<file path="config.mk">
export PLATFORM = sky130hd
export DESIGN_NAME = win_xlate
export DESIGN_NICKNAME = d
export VERILOG_FILES = /design/src/rtl/win_xlate_pkg.sv /design/src/rtl/win_match.sv /design/src/rtl/win_resolve.sv /design/src/rtl/win_csr.sv /design/src/rtl/win_xlate.sv
export SDC_FILE = /design/constraint.sdc
export NUM_CORES = 1
export LEC_CHECK = 0
export CORE_MARGIN = 5
export CORE_UTILIZATION = 65
export DETAILED_ROUTE_END_ITERATION = 12
export DONT_BUFFER_PORTS = 1
export GPL_TIMING_DRIVEN = 1
export PLACE_DENSITY = 0.8
export RECOVER_POWER = 25
export SYNTH_ARGS = -nofsm -noshare
export SYNTH_HDL_FRONTEND = slang
export SYNTH_SLANG_ARGS = --single-unit
</file>
<file path="constraint.sdc">
create_clock -name clk -period 6.1 [get_ports clk]
set_input_delay 0.915 -clock clk [delete_from_list [all_inputs] [get_ports clk]]
set_output_delay 0.915 -clock clk [all_outputs]
set_load 0.02 [all_outputs]
</file>
<file path="src/rtl/win_xlate_pkg.sv">
package win_xlate_pkg;

   localparam int VA_W   = 32;
   localparam int TAG_W  = 8;
   localparam int TAG_LSB = VA_W - TAG_W;
   localparam int CAUSE_W = 4;

   localparam int REG_CTRL   = 0;
   localparam int REG_FVA    = 1;
   localparam int REG_FCAUSE = 2;

   typedef enum logic [1:0] {
      ATTR_UNCACHED    = 2'b00,
      ATTR_CACHED      = 2'b01,
      ATTR_BYTE_SHARED = 2'b10,
      ATTR_SHARED      = 2'b11
   } attr_e;

   typedef struct packed {
      logic [TAG_W-1:0] vtag;
      logic [TAG_W-1:0] ptag;
      logic [TAG_W-1:0] mask;
      logic [2:0]       spare;
      attr_e            attr;
      logic             sup_only;
      logic             rd_only;
      logic             valid;
   } win_t;

   function automatic logic [VA_W-1:0] win_default(input int unsigned idx);
      case (idx)
         0:       return 32'h0000_F005;
         1:       return 32'hFDF0_FF0D;
         2:       return 32'hFEF0_FF1D;
         default: return '0;
      endcase
   endfunction

endpackage

</file>
<file path="src/rtl/win_match.sv">
module win_match
   import win_xlate_pkg::*;
#(
   parameter int NWIN = 3
) (
   input  win_t [NWIN-1:0]   win,
   input  logic [TAG_W-1:0]  vtag,
   output logic [NWIN-1:0]   hit
);
   for (genvar g = 0; g < NWIN; g++) begin : g_cmp
      assign hit[g] = ((vtag ^ win[g].vtag) & win[g].mask) == '0;
   end
endmodule

</file>
<file path="src/rtl/win_resolve.sv">
module win_resolve
   import win_xlate_pkg::*;
#(
   parameter int NWIN = 3
) (
   input  win_t [NWIN-1:0]    win,
   input  logic [NWIN-1:0]    hit,
   input  logic [VA_W-1:0]    va,
   input  logic               is_write,
   input  logic               is_user,
   output logic               any_hit,
   output logic [VA_W-1:0]    pa,
   output attr_e              attr,
   output logic [CAUSE_W-1:0] cause
);
   win_t sel;

   always_comb begin
      sel = '0;
      for (int i = NWIN - 1; i >= 0; i--) begin
         if (hit[i]) sel = win[i];
      end
   end

   assign any_hit = |hit;

   always_comb begin
      pa = va;
      if (any_hit) begin
         pa[VA_W-1:TAG_LSB] = (sel.ptag & sel.mask) | (va[VA_W-1:TAG_LSB] & ~sel.mask);
      end
      attr  = any_hit ? sel.attr : ATTR_UNCACHED;
      cause = '0;
      if (any_hit) begin
         cause[0] = ~sel.valid;
         cause[1] = is_write & sel.rd_only;
         cause[2] = is_user & sel.sup_only;
      end
   end
endmodule

</file>
<file path="src/rtl/win_csr.sv">
module win_csr
   import win_xlate_pkg::*;
#(
   parameter int NWIN = 3,
   parameter int RA_W = 3
) (
   input  logic               clk,
   input  logic               rst_n,
   input  logic               reg_we,
   input  logic [RA_W-1:0]    reg_addr,
   input  logic [VA_W-1:0]    reg_wdata,
   output logic [VA_W-1:0]    reg_rdata,
   input  logic               match_upd,
   input  logic               match_val,
   input  logic               fault_set,
   input  logic [VA_W-1:0]    fault_va,
   input  logic [CAUSE_W-1:0] fault_cause,
   output logic               xlate_en,
   output win_t [NWIN-1:0]    win,
   output logic [VA_W-1:0]    fva_q,
   output logic [CAUSE_W-1:0] fcause_q
);
   localparam int WIN_BASE = 1 << (RA_W - 1);

   logic match_q;

   always_ff @(posedge clk or negedge rst_n) begin
      if (!rst_n) begin
         xlate_en <= 1'b0;
         match_q  <= 1'b0;
      end else begin
         if (reg_we && reg_addr == RA_W'(REG_CTRL)) xlate_en <= reg_wdata[0];
         if (match_upd) match_q <= match_val;
      end
   end

   always_ff @(posedge clk or negedge rst_n) begin
      if (!rst_n) begin
         fva_q    <= '0;
         fcause_q <= '0;
      end else if (fault_set) begin
         fva_q    <= fault_va;
         fcause_q <= fault_cause;
      end else if (reg_we) begin
         if (reg_addr == RA_W'(REG_FVA))    fva_q    <= reg_wdata;
         if (reg_addr == RA_W'(REG_FCAUSE)) fcause_q <= reg_wdata[CAUSE_W-1:0];
      end
   end

   for (genvar g = 0; g < NWIN; g++) begin : g_win
      localparam logic [RA_W-1:0] MY_ADDR = RA_W'(WIN_BASE + g);
      always_ff @(posedge clk or negedge rst_n) begin
         if (!rst_n)                          win[g] <= win_t'(win_default(g));
         else if (reg_we && reg_addr == MY_ADDR) win[g] <= win_t'(reg_wdata);
      end
   end

   always_comb begin
      reg_rdata = '0;
      if (reg_addr == RA_W'(REG_CTRL))   reg_rdata = {{(VA_W-2){1'b0}}, match_q, xlate_en};
      if (reg_addr == RA_W'(REG_FVA))    reg_rdata = fva_q;
      if (reg_addr == RA_W'(REG_FCAUSE)) reg_rdata = {{(VA_W-CAUSE_W){1'b0}}, fcause_q};
      for (int i = 0; i < NWIN; i++) begin
         if (reg_addr == RA_W'(WIN_BASE + i)) reg_rdata = win[i];
      end
   end
endmodule

</file>
<file path="src/rtl/win_xlate.sv">
module win_xlate
   import win_xlate_pkg::*;
#(
   parameter int NWIN = 3,
   parameter int RA_W = 3
) (
   input  logic               clk,
   input  logic               rst_n,
   input  logic               req_valid,
   input  logic [31:0]        req_va,
   input  logic               req_write,
   input  logic               req_user,
   output logic               rsp_valid,
   output logic [31:0]        rsp_pa,
   output logic [1:0]         rsp_attr,
   output logic               rsp_hit,
   output logic               rsp_miss,
   output logic               rsp_fault,
   output logic [3:0]         rsp_cause,
   input  logic               reg_we,
   input  logic [RA_W-1:0]    reg_addr,
   input  logic [31:0]        reg_wdata,
   output logic [31:0]        reg_rdata
);
   initial begin
      if (NWIN < 1 || NWIN > (1 << (RA_W - 1)))
         $error("win_xlate: NWIN must lie in 1..2**(RA_W-1)");
      if (RA_W < 2)
         $error("win_xlate: RA_W too small for the register map");
   end

   win_t [NWIN-1:0]    win;
   logic [NWIN-1:0]    hit_vec;
   logic               xlate_en;
   logic               any_hit;
   logic [VA_W-1:0]    xl_pa;
   attr_e              xl_attr;
   logic [CAUSE_W-1:0] xl_cause;
   logic [VA_W-1:0]    fva_q;
   logic [CAUSE_W-1:0] fcause_q;
   logic               is_fault;

   win_match #(.NWIN(NWIN)) u_match (
      .win  (win),
      .vtag (req_va[VA_W-1:TAG_LSB]),
      .hit  (hit_vec)
   );

   win_resolve #(.NWIN(NWIN)) u_resolve (
      .win      (win),
      .hit      (hit_vec),
      .va       (req_va),
      .is_write (req_write),
      .is_user  (req_user),
      .any_hit  (any_hit),
      .pa       (xl_pa),
      .attr     (xl_attr),
      .cause    (xl_cause)
   );

   assign is_fault = req_valid && xlate_en && any_hit && (xl_cause != '0);

   win_csr #(.NWIN(NWIN), .RA_W(RA_W)) u_csr (
      .clk         (clk),
      .rst_n       (rst_n),
      .reg_we      (reg_we),
      .reg_addr    (reg_addr),
      .reg_wdata   (reg_wdata),
      .reg_rdata   (reg_rdata),
      .match_upd   (req_valid && xlate_en),
      .match_val   (any_hit),
      .fault_set   (is_fault),
      .fault_va    (req_va),
      .fault_cause (xl_cause),
      .xlate_en    (xlate_en),
      .win         (win),
      .fva_q       (fva_q),
      .fcause_q    (fcause_q)
   );

   always_ff @(posedge clk or negedge rst_n) begin
      if (!rst_n) begin
         rsp_valid <= 1'b0;
         rsp_pa    <= '0;
         rsp_attr  <= '0;
         rsp_hit   <= 1'b0;
         rsp_miss  <= 1'b0;
         rsp_fault <= 1'b0;
         rsp_cause <= '0;
      end else begin
         rsp_valid <= req_valid;
         rsp_hit   <= 1'b0;
         rsp_miss  <= 1'b0;
         rsp_fault <= 1'b0;
         if (req_valid) begin
            rsp_cause <= '0;
            if (!xlate_en) begin
               rsp_pa   <= req_va;
               rsp_attr <= ATTR_UNCACHED;
            end else begin
               rsp_pa    <= xl_pa;
               rsp_attr  <= xl_attr;
               rsp_miss  <= ~any_hit;
               rsp_hit   <= any_hit && (xl_cause == '0);
               rsp_fault <= is_fault;
               rsp_cause <= xl_cause;
            end
         end
      end
   end
endmodule

</file>
## Word-level counts from Yosys, hierarchy flattened

Cells that the tools add are included.

- $add $sub $neg: 0
- Multiply operators: 0
- Divide/modulo/power cells: 0
- $lt $le $gt $ge: 0
- Equality and inequality tests: 5
- Shifts and indexed selects: 0
- Mux-type cells: 27
- Bitwise logic cells: 14
- Reduce and logical (&&, ||, !) cells: 20

Operators by type and width:

| operator | number |
|---|---|
| 32-bit two-way mux | 9 |
| 24-bit two-way mux | 3 |
| 8-bit bitwise AND | 5 |
| 8-bit zero test | 3 |
| 8-bit bitwise XOR | 3 |
| 4-bit two-way mux | 3 |
| 3-bit equality test, second input constant | 3 |
| 1-bit logical AND | 8 |
| 8-bit two-way mux | 1 |
| 8-bit NOT | 1 |
| 8-bit bitwise OR | 1 |
| 1-bit two-way mux | 6 |
| 2-bit two-way mux | 3 |
| 3-bit two-way mux | 2 |
| 2-bit nonzero test | 3 |
| 4-bit zero test | 1 |
| 2-bit AND reduction | 2 |
| 4-bit nonzero test | 1 |
| 3-bit by 1-bit equality test with 1-bit output, second input constant | 1 |
| 3-bit by 2-bit equality test with 1-bit output, second input constant | 1 |
| 3-bit zero test | 1 |
| 3-bit OR reduction | 1 |
| 1-bit bitwise AND | 2 |
| 1-bit NOT | 2 |

- Register bits after elaboration: 176
- Latch bits: 0
- Memory bits (writable): 0
- Bits in read-only memories: 0
- Logic and storage cells: 101
- Memories: 0

## Logic depth before layout (Yosys ltp)

Gate-level depths: netlist of the first run.

- Depth in word-level cells: 12
- Mapped depth: 10

## By module

A second synthesis of the first run with hierarchy kept.

- Cells, all modules: 839
- Area, all modules: 9569.2 um^2

By module, submodules not included:

| module | times used | cells an instance | area an instance (um^2) | seq. area each (um^2) |
|---|---|---|---|---|
| win_csr | 1 | 503 | 6465.0 | 3417.0 |
| win_xlate | 1 | 171 | 1880.6 | 1051.0 |
| win_resolve | 1 | 126 | 897.1 | 0.0 |
| win_match | 1 | 39 | 326.6 | 0.0 |

## Worst setup path after synthesis of the first run

No wires, ideal clock.

- Path kind: input to output
- Start point: input reg_addr[2]
- End point: output reg_rdata[30]
- Data arrival time: 2.412 ns
- Data required time: 5.185 ns
- Path slack: 2.773 ns
- Stages: 5
- Path buffers: 3
- Cells stage by stage: clkbuf_1 -> clkbuf_1 -> clkbuf_1 -> mux2i_1 -> o22ai_1

- Longest elaborated chain between the ends: 6

Ends and longest elaborated chain:

| what | RTL line | source |
|---|---|---|
| start: declaration | win_xlate.sv:21 | `input logic [RA_W-1:0] reg_addr,` |
| 3-bit by 1-bit equality test with 1-bit output | win_csr.sv:61 | `if (reg_addr == RA_W'(REG_FVA)) reg_rdata = fva_q;` |
| 32-bit two-way mux | win_csr.sv:61 |  |
| 32-bit two-way mux | win_csr.sv:62 | `if (reg_addr == RA_W'(REG_FCAUSE)) reg_rdata = {{(VA_W-CAUSE_W){1'b0}}, fcause_q};` |
| 32-bit two-way mux (2 in a row) | win_csr.sv:64 | `if (reg_addr == RA_W'(WIN_BASE + i)) reg_rdata = win[i];` |
| 32-bit two-way mux * | win_csr.sv:64 |  |
| end: declaration | win_xlate.sv:23 | `output logic [31:0] reg_rdata` |

Every way passes the cells marked *; elsewhere a longest branch is shown, timed or not.

## Final worst setup path of the first run

- Start point: input req_va[25]
- End point: register u_csr.fva_q[10]

- Longest elaborated chain between the ends: 12

Ends and longest elaborated chain:

| what | RTL line | source |
|---|---|---|
| start: declaration | win_xlate.sv:10 | `input logic [31:0] req_va,` |
| 8-bit bitwise XOR | win_match.sv:11 | `assign hit[g] = ((vtag ^ win[g].vtag) & win[g].mask) == '0;` |
| 8-bit bitwise AND | win_match.sv:11 |  |
| 8-bit zero test | win_match.sv:11 |  |
| 24-bit two-way mux (3 in a row) | win_resolve.sv:21 | `if (hit[i]) sel = win[i];` |
| 1-bit bitwise AND, or another cell as far along | win_resolve.sv:36 | `cause[1] = is_write & sel.rd_only;` |
| 3-bit two-way mux | win_resolve.sv:34 | `if (any_hit) begin` |
| 4-bit nonzero test | win_xlate.sv:61 | `assign is_fault = req_valid && xlate_en && any_hit && (xl_cause != '0);` |
| 1-bit logical AND * | win_xlate.sv:61 |  |
| 2-bit nonzero test (no line) | -- |  |
| 2-bit AND reduction (no line) | -- |  |
| end signal: assignment | win_csr.sv:42 | `fva_q <= fault_va;` |
| end signal: assignment | win_csr.sv:45 | `if (reg_addr == RA_W'(REG_FVA)) fva_q <= reg_wdata;` |
| end: declaration | win_csr.sv:20 | `output logic [VA_W-1:0] fva_q,` |

Marks and branches as above.
A chain may end at the register's enable or synchronous reset.

==> results of run 1 <==
-- synthesized netlist by cell type (2+ instances only) --
library cell and count:
mux2_1 20, mux2_2 162, inv_1 4, nand3_1 18, nor3_1 2, nand2_1 14
a31o_2 2, nand2b_1 3, buf_2 3, mux2i_1 70, dfrtp_1 124, a21oi_1 23
mux2_4 9, o21ai_0 6, dfstp_2 51, clkbuf_1 29, nor2_1 29, o22ai_1 33
buf_6 4, a211oi_1 7, o31ai_4 2, a31oi_1 9, a22oi_2 2, and4_4 2
xor2_1 24, a22o_1 4, a22oi_1 19, buf_1 12, nor4_1 2, or2_2 2
-- flip-flops by register name, indices dropped and copies added, names as in the netlist --
name / cells
u_csr.fcause_q: 4
rsp_fault: 1
rsp_miss: 1
rsp_cause: 3
rsp_hit: 1
u_csr.xlate_en: 1
rsp_attr: 2
u_csr.win: 96
u_csr.fva_q: 32
rsp_valid: 1
rsp_pa: 32
u_csr.match_q: 1
-- worst register-to-register path: cells and delay by family (launching register included) --
kind / cells / cell delay (ns)
AO/OA/AOI/OAI: 4 / 1.95
AND/OR/NAND/NOR: 1 / 0.79
buffers and inverters: 1 / 0.53
flip-flops: 1 / 0.41
multiplexers: 1 / 0.38
XOR/XNOR: 1 / 0.17
-- worst paths after layout --
path,slack [ns],to,depth (start not counted),startpoint
max,1.69,u_csr.fva_q[10],8,req_va[25]
min,0.18,rsp_pa[3],0,rst_n
max reg2reg,1.75,u_csr.fva_q[10],8,u_csr.win[30]
min reg2reg,0.51,u_csr.win[7],1,u_csr.win[7]
max in group asynchronous,5.51,u_csr.win[84],0,rst_n
min in group clk,0.51,u_csr.win[7],1,u_csr.win[7]
-- metal layers --
metal,up-vias,part of all wire (%),global-route usage (%)
met5,-,0,0
met3,64,8.5,8.35
met4,0,3.6,13.3
met2,320,49,46.1
li1,2550,-,-
met1,3081,39,35.4
-- power breakdown --
group,leakage (nW),internal (mW),switching [mW],total [mW]
Combinational,1.66,0.521,0.510,1.03
Sequential,2.02,1.52,0.283,1.80
Clock,0.308,0.724,0.446,1.17
Total,3.99,2.77,1.24,4.00
-- cell type report --
cell class / instances / area [sq um] / area share (%)
Antenna cell: 1 / 2.50 / 0.0260
Clock buffer: 20 / 437 / 4.54
Clock inverter: 12 / 191 / 1.99
Inverter: 4 / 15.0 / 0.156
Multi-Input combinational cell: 477 / 4260 / 44.3
Sequential cell: 175 / 4440 / 46.2
Tap cell: 176 / 220 / 2.29
Timing Repair Buffer: 6 / 45.0 / 0.469
-- kinds of logic (layout without fill, tap and decap cells) --
group / Yosys count / in the layout
buffers and inverters: 53 / 42
AND/OR/NAND/NOR: 81 / 81
AO/OA/AOI/OAI: 110 / 110
other: 1 / 2
flip-flops: 175 / 175
XOR/XNOR: 24 / 24
multiplexers: 261 / 261
==> flow_summary.json, run 1 <==
{
  "drt_wl_total_um": 22900,
  "dpl_cell_area_sq_um": 8980,
  "clock_path_buffers": 2,
  "maxCapViolations": 0,
  "drt_iter0_drc": 614,
  "cts_made_buffers": 17,
  "grt_pass1_wl_um": 35700,
  "synth_xor_area_share_pct": 2.36,
  "min_path_type": "input pin to async pin",
  "synthSimpleGateAreaFrac_pct": 4.46,
  "clock-sinks": 175,
  "ios": 147,
  "synth_compound_area_share_pct": 8.38,
  "drtPass1Iterations": 5,
  "clock_skew_ns": 0.00953,
  "die-area_sq_um": 16200,
  "crit_arrival_ns": 4.71,
  "portBuffers": 0,
  "power.total_mw": 4.00,
  "grt_max_degree": 176,
  "htree_levels": 4,
  "routabilityCongestion": 0.928,
  "path_delay_family": "compound AO/OA/AOI/OAI gates",
  "fp.dieH_um": 127,
  "synth_top_cell_by_area": "dfrtp_1",
  "vdd_ir_drop_max_mv": 0.227,
  "clock.fmax_mhz": 227,
  "path_class": "input pin to register",
  "initial_core_util_pct": 66.9,
  "crit_fanout": 35,
  "hold_violations": 0,
  "viasPerCell": 6.91,
  "critPathLaunchType": "input pin",
  "clk_pin_slew_ns": 0.06,
  "async_flop_share_pct": 100,
  "ys_types": 44,
  "dpl.cell_count": 838,
  "cts-root-buf": "clkbuf_16",
  "rsz0062_at_grt": "no",
  "netlist_instances": 705,
  "rows": 42,
  "post_cts_buffers": 0,
  "final_layout_size_suffix_gt1_share_pct": 39.2,
  "ys_warn_count": 0,
  "worst_slack_ns": 1.69,
  "holdBufCountCts": 0,
  "worstMarginPinSlew_ns": 1.10,
  "status": "finished, final reports clean",
  "whs_ns": 0.179,
  "ant_nets": 0,
  "synth.top_cell.area_share_pct": 34.8,
  "synth_seq_cells": 175,
  "finalCriticalPeriod_ns": 4.41,
  "layout_common_cells": "mux2_2, dfrtp_1, mux2i_1",
  "synth_mux_area_share_pct": 32.3,
  "cp.required_ns": 6.40,
  "setup_violations": 0,
  "synthTopCellsByArea": "dfrtp_1, mux2_2, dfstp_2",
  "synthFlopType": "dfrtp_1",
  "antenna_found_initial": 1,
  "utilization_pct": 72.0,
  "synth_edf_count": 0,
  "hpwl_um": 14600,
  "final_nets": 754,
  "cp_slowest_cell": "o31ai_4",
  "finish.instance_area_sq_um": 9610,
  "cts_tree": "built",
  "end_kind": "register",
  "vias": 6015,
  "syn2layout_area_growth_pct": 7.70,
  "synth_seq_area_share_pct": 49.8,
  "cts.repair.resized": 0,
  "dp_slack_ns": 1.33,
  "synth_top_family_by_area": "multiplexers",
  "syn_area_per_cell_sq_um": 12.7,
  "die_x_um": 127,
  "fin_cells": 871,
  "relSlewSlack_pct": 26.2,
  "fill_cells": 909,
  "setup_tns_ns": 0,
  "max_stage_delay_ns": 0.89,
  "fin_crit_sh_pct": 72.3,
  "layout_commonest_cell": "mux2_2",
  "power_density_nw_per_um2": 417,
  "grt.total_usage_pct": 28.5,
  "crit_buf_inv": 1,
  "clock_latency_ns": 0.43,
  "synthAdderAreaFrac_pct": 0,
  "power_leakage_nw": 3.99,
  "maxSlewViolCount": 0,
  "avgRoutedWirePerCell_um": 26.3,
  "core_sq_um": 13300,
  "grt_pass1_vias": 6474,
  "grt_overflow": 0,
  "drc_errors": 0,
  "syn_area_sq_um": 8920,
  "path_cells": "xor2_1, a22oi_1, nand4_2, o21ai_0, a31oi_2, o31ai_4, buf_4, mux2_1",
  "synth_nets": 778
}
(Power assumes the default switching activity.)
==> inputs of run 2 (changes only) <==
--- a/config.mk
+++ b/config.mk
@@ -6,11 +6,11 @@
 export NUM_CORES = 1
 export LEC_CHECK = 0
 export CORE_MARGIN = 5
-export CORE_UTILIZATION = 65
+export CORE_UTILIZATION = 64
 export DETAILED_ROUTE_END_ITERATION = 12
 export DONT_BUFFER_PORTS = 1
 export GPL_TIMING_DRIVEN = 1
-export PLACE_DENSITY = 0.8
+export PLACE_DENSITY = 0.79
 export RECOVER_POWER = 25
 export SYNTH_ARGS = -nofsm -noshare
 export SYNTH_HDL_FRONTEND = slang
==> constraint.sdc (replaced) <==
create_clock -name clk -period 4.3 [get_ports clk]
set_input_delay 0.645 -clock clk [delete_from_list [all_inputs] [get_ports clk]]
set_output_delay 0.645 -clock clk [all_outputs]
set_load 0.02 [all_outputs]
==> run 2 against run 1 <==
  * The run now ends with capacitance limit, slew limit left
  * Critical path depth unchanged
  * Wire length up 2.1%
  * Power up 41%
  * Register-to-register slack worse by 0.52 ns
  * Clock-buffer cell count up 2
  * Die area up 1.4%
  * First-iteration DRC count down 5.0%
  * Non-clock buffer count up 3
  * Via count down 0.35%
  * Cell count up 0.69%
  * Critical path type is now register to register
  * Highest routed layer unchanged
==> flow_summary.json, run 2 (synthesis results as in run 1) <==
{
  "status": "complete, but fails checks",
  "failed_checks": "capacitance limit, slew limit",
  "worst-r2r-cell-count": 8,
  "path_class": "register to register",
  "netSwitchingFraction_pct": 31.8,
  "initial_core_util_pct": 64.8,
  "clock-sinks": 175,
  "cp.required_ns": 4.63,
  "end_kind": "register",
  "worst_slack_ns": 1.23,
  "maxCapViolations": 1,
  "clock_skew_ns": 0.0120,
  "power_frac_seq_pct": 45.3,
  "grt.total_usage_pct": 29.2,
  "final_layout_size_suffix_gt1_share_pct": 39.7,
  "fill_cells": 946,
  "htree_levels": 4,
  "vias": 5994,
  "drt_wl_total_um": 23400,
  "antenna_cells": 0,
  "largest_register_ffs": 96,
  "clock_path_buffers": 2,
  "syn2layout_area_growth_pct": 7.78,
  "drt_iter0_drc": 583,
  "seqCellArea_sq_um": 4440,
  "min_path_type": "input pin to async pin",
  "multi_input_area_sq_um": 4260,
  "vdd_ir_drop_max_mv": 0.283,
  "hold_violations": 0,
  "cts-root-buf": "clkbuf_16",
  "post_cts_buffers": 0,
  "r2r-start": "u_csr.win[59]",
  "final_nets": 757,
  "dp_slack_ns": 1.11,
  "layout_commonest_cell": "mux2_2",
  "utilization_pct": 69.8,
  "fp.dieH_um": 128,
  "core_sq_um": 13800,
  "grt_max_degree": 125,
  "clk_pin_slew_ns": 0.07,
  "portBuffers": 0,
  "rsz0062_at_grt": "no",
  "grt_pass1_vias": 6512,
  "ff2ff_setup_slack_ns": 1.23,
  "r2r_end": "u_csr.fva_q[26]",
  "routabilityCongestion": 0.901,
  "largest-register": "u_csr.win",
  "clock_latency_ns": 0.44,
  "drc_errors": 0,
  "setup_violations": 0,
  "clock.fmax_mhz": 326,
  "grt_overflow": 0,
  "ios": 147,
  "power_density_nw_per_um2": 588,
  "grt_pass1_wl_um": 36700,
  "finalCriticalPeriod_ns": 3.07,
  "relSlewSlack_pct": -107,
  "critPathLaunchType": "register",
  "die_x_um": 128,
  "internal-power_mw": 3.86,
  "cts_made_buffers": 17,
  "layout_common_cells": "mux2_2, dfrtp_1, mux2i_1",
  "rows": 43,
  "clockPowerShare_pct": 28.2,
  "p_sw_mw": 1.80,
  "setup_tns_ns": 0,
  "drtPass1Iterations": 5,
  "crit_arrival_ns": 3.40,
  "whs_ns": 0.0495,
  "avgRoutedWirePerCell_um": 26.7,
  "viasPerCell": 6.83,
  "p_comb_share_pct": 26.5,
  "antenna_found_initial": 0,
  "crit_fanout": 17,
  "fin_crit_sh_pct": 71.4,
  "ant_nets": 0,
  "die-area_sq_um": 16400,
  "worstMarginPinSlew_ns": 3.11,
  "maxSlewViolCount": 125,
  "cts.repair.resized": 0,
  "cts_tree": "built",
  "hpwl_um": 14900,
  "largestRegisters": "u_csr.win x96, rsp_pa x32, u_csr.fva_q x32",
  "power_leakage_nw": 3.99
}
-- run 2: timing repair --
item / CTS / global route
setup endpoints to repair: 0 / 0
hold buffers: 1 / 0
hold endpoints to repair: 124 / 0
-- run 2: power groups by stage --
stage / combinational, mW / clock (mW) / sequential, mW
global placement: 1.39 / 0 / 2.55
floorplan: 1.24 / 0 / 2.45
CTS: 1.49 / 1.60 / 2.55
finish: 1.50 / 1.59 / 2.56
detailed placement: 1.45 / 0 / 2.58
global route: 1.63 / 1.68 / 2.61
-- run 2: cell type report --
cell class	instances	share of cell area, %
Sequential cell	175	46.2
Multi-Input combinational cell	477	44.3
Clock buffer	22	4.93
Tap cell	180	2.34
Clock inverter	10	1.42
Timing Repair Buffer	9	0.676
Inverter	4	0.156
-- run 2: critical path, stage by stage (launching register included) --
cell and delay, ns:
dfstp_2 0.55, xor2_1 0.07, a22oi_1 0.27, nand4_1 0.47, nand3_1 0.31, a31oi_1 0.21, o31ai_4 0.30, buf_4 0.38
mux2_2 0.38
-- run 2: layer usage --
layer  global-route usage (%)  part of all wire, %  vias to the layer above
li1                         -                    -                     2561
met5                        0                    0                        -
met1                     36.4                   39                     3121
met2                     48.3                   51                      268
met4                     11.1                  2.2                        0
met3                     8.46                  8.1                       44
-- run 2: how the worst max path moves through the flow --
stage	from	end	cells past startpoint
after floorplan	reg_addr[2]	reg_rdata[30]	5
after global placement	req_va[25]	u_csr.fva_q[16]	8
after detailed placement	req_va[27]	u_csr.fva_q[26]	8
after CTS	u_csr.win[59]	u_csr.fva_q[26]	8
after global routing	rst_n	u_csr.win[24]	1
final	u_csr.win[59]	u_csr.fva_q[26]	8
-- run 2: stage by stage --
step           instance area (sq um)  total power [mW]  instances
5_1_grt                         9620              5.91        877
3_3_place_gp                    9000              3.94        844
2_1_floorplan                   8920              3.68        705
3_5_place_dp                    9000              4.03        844
6_report                        9620              5.66        877
4_1_cts                         9640              5.65        877
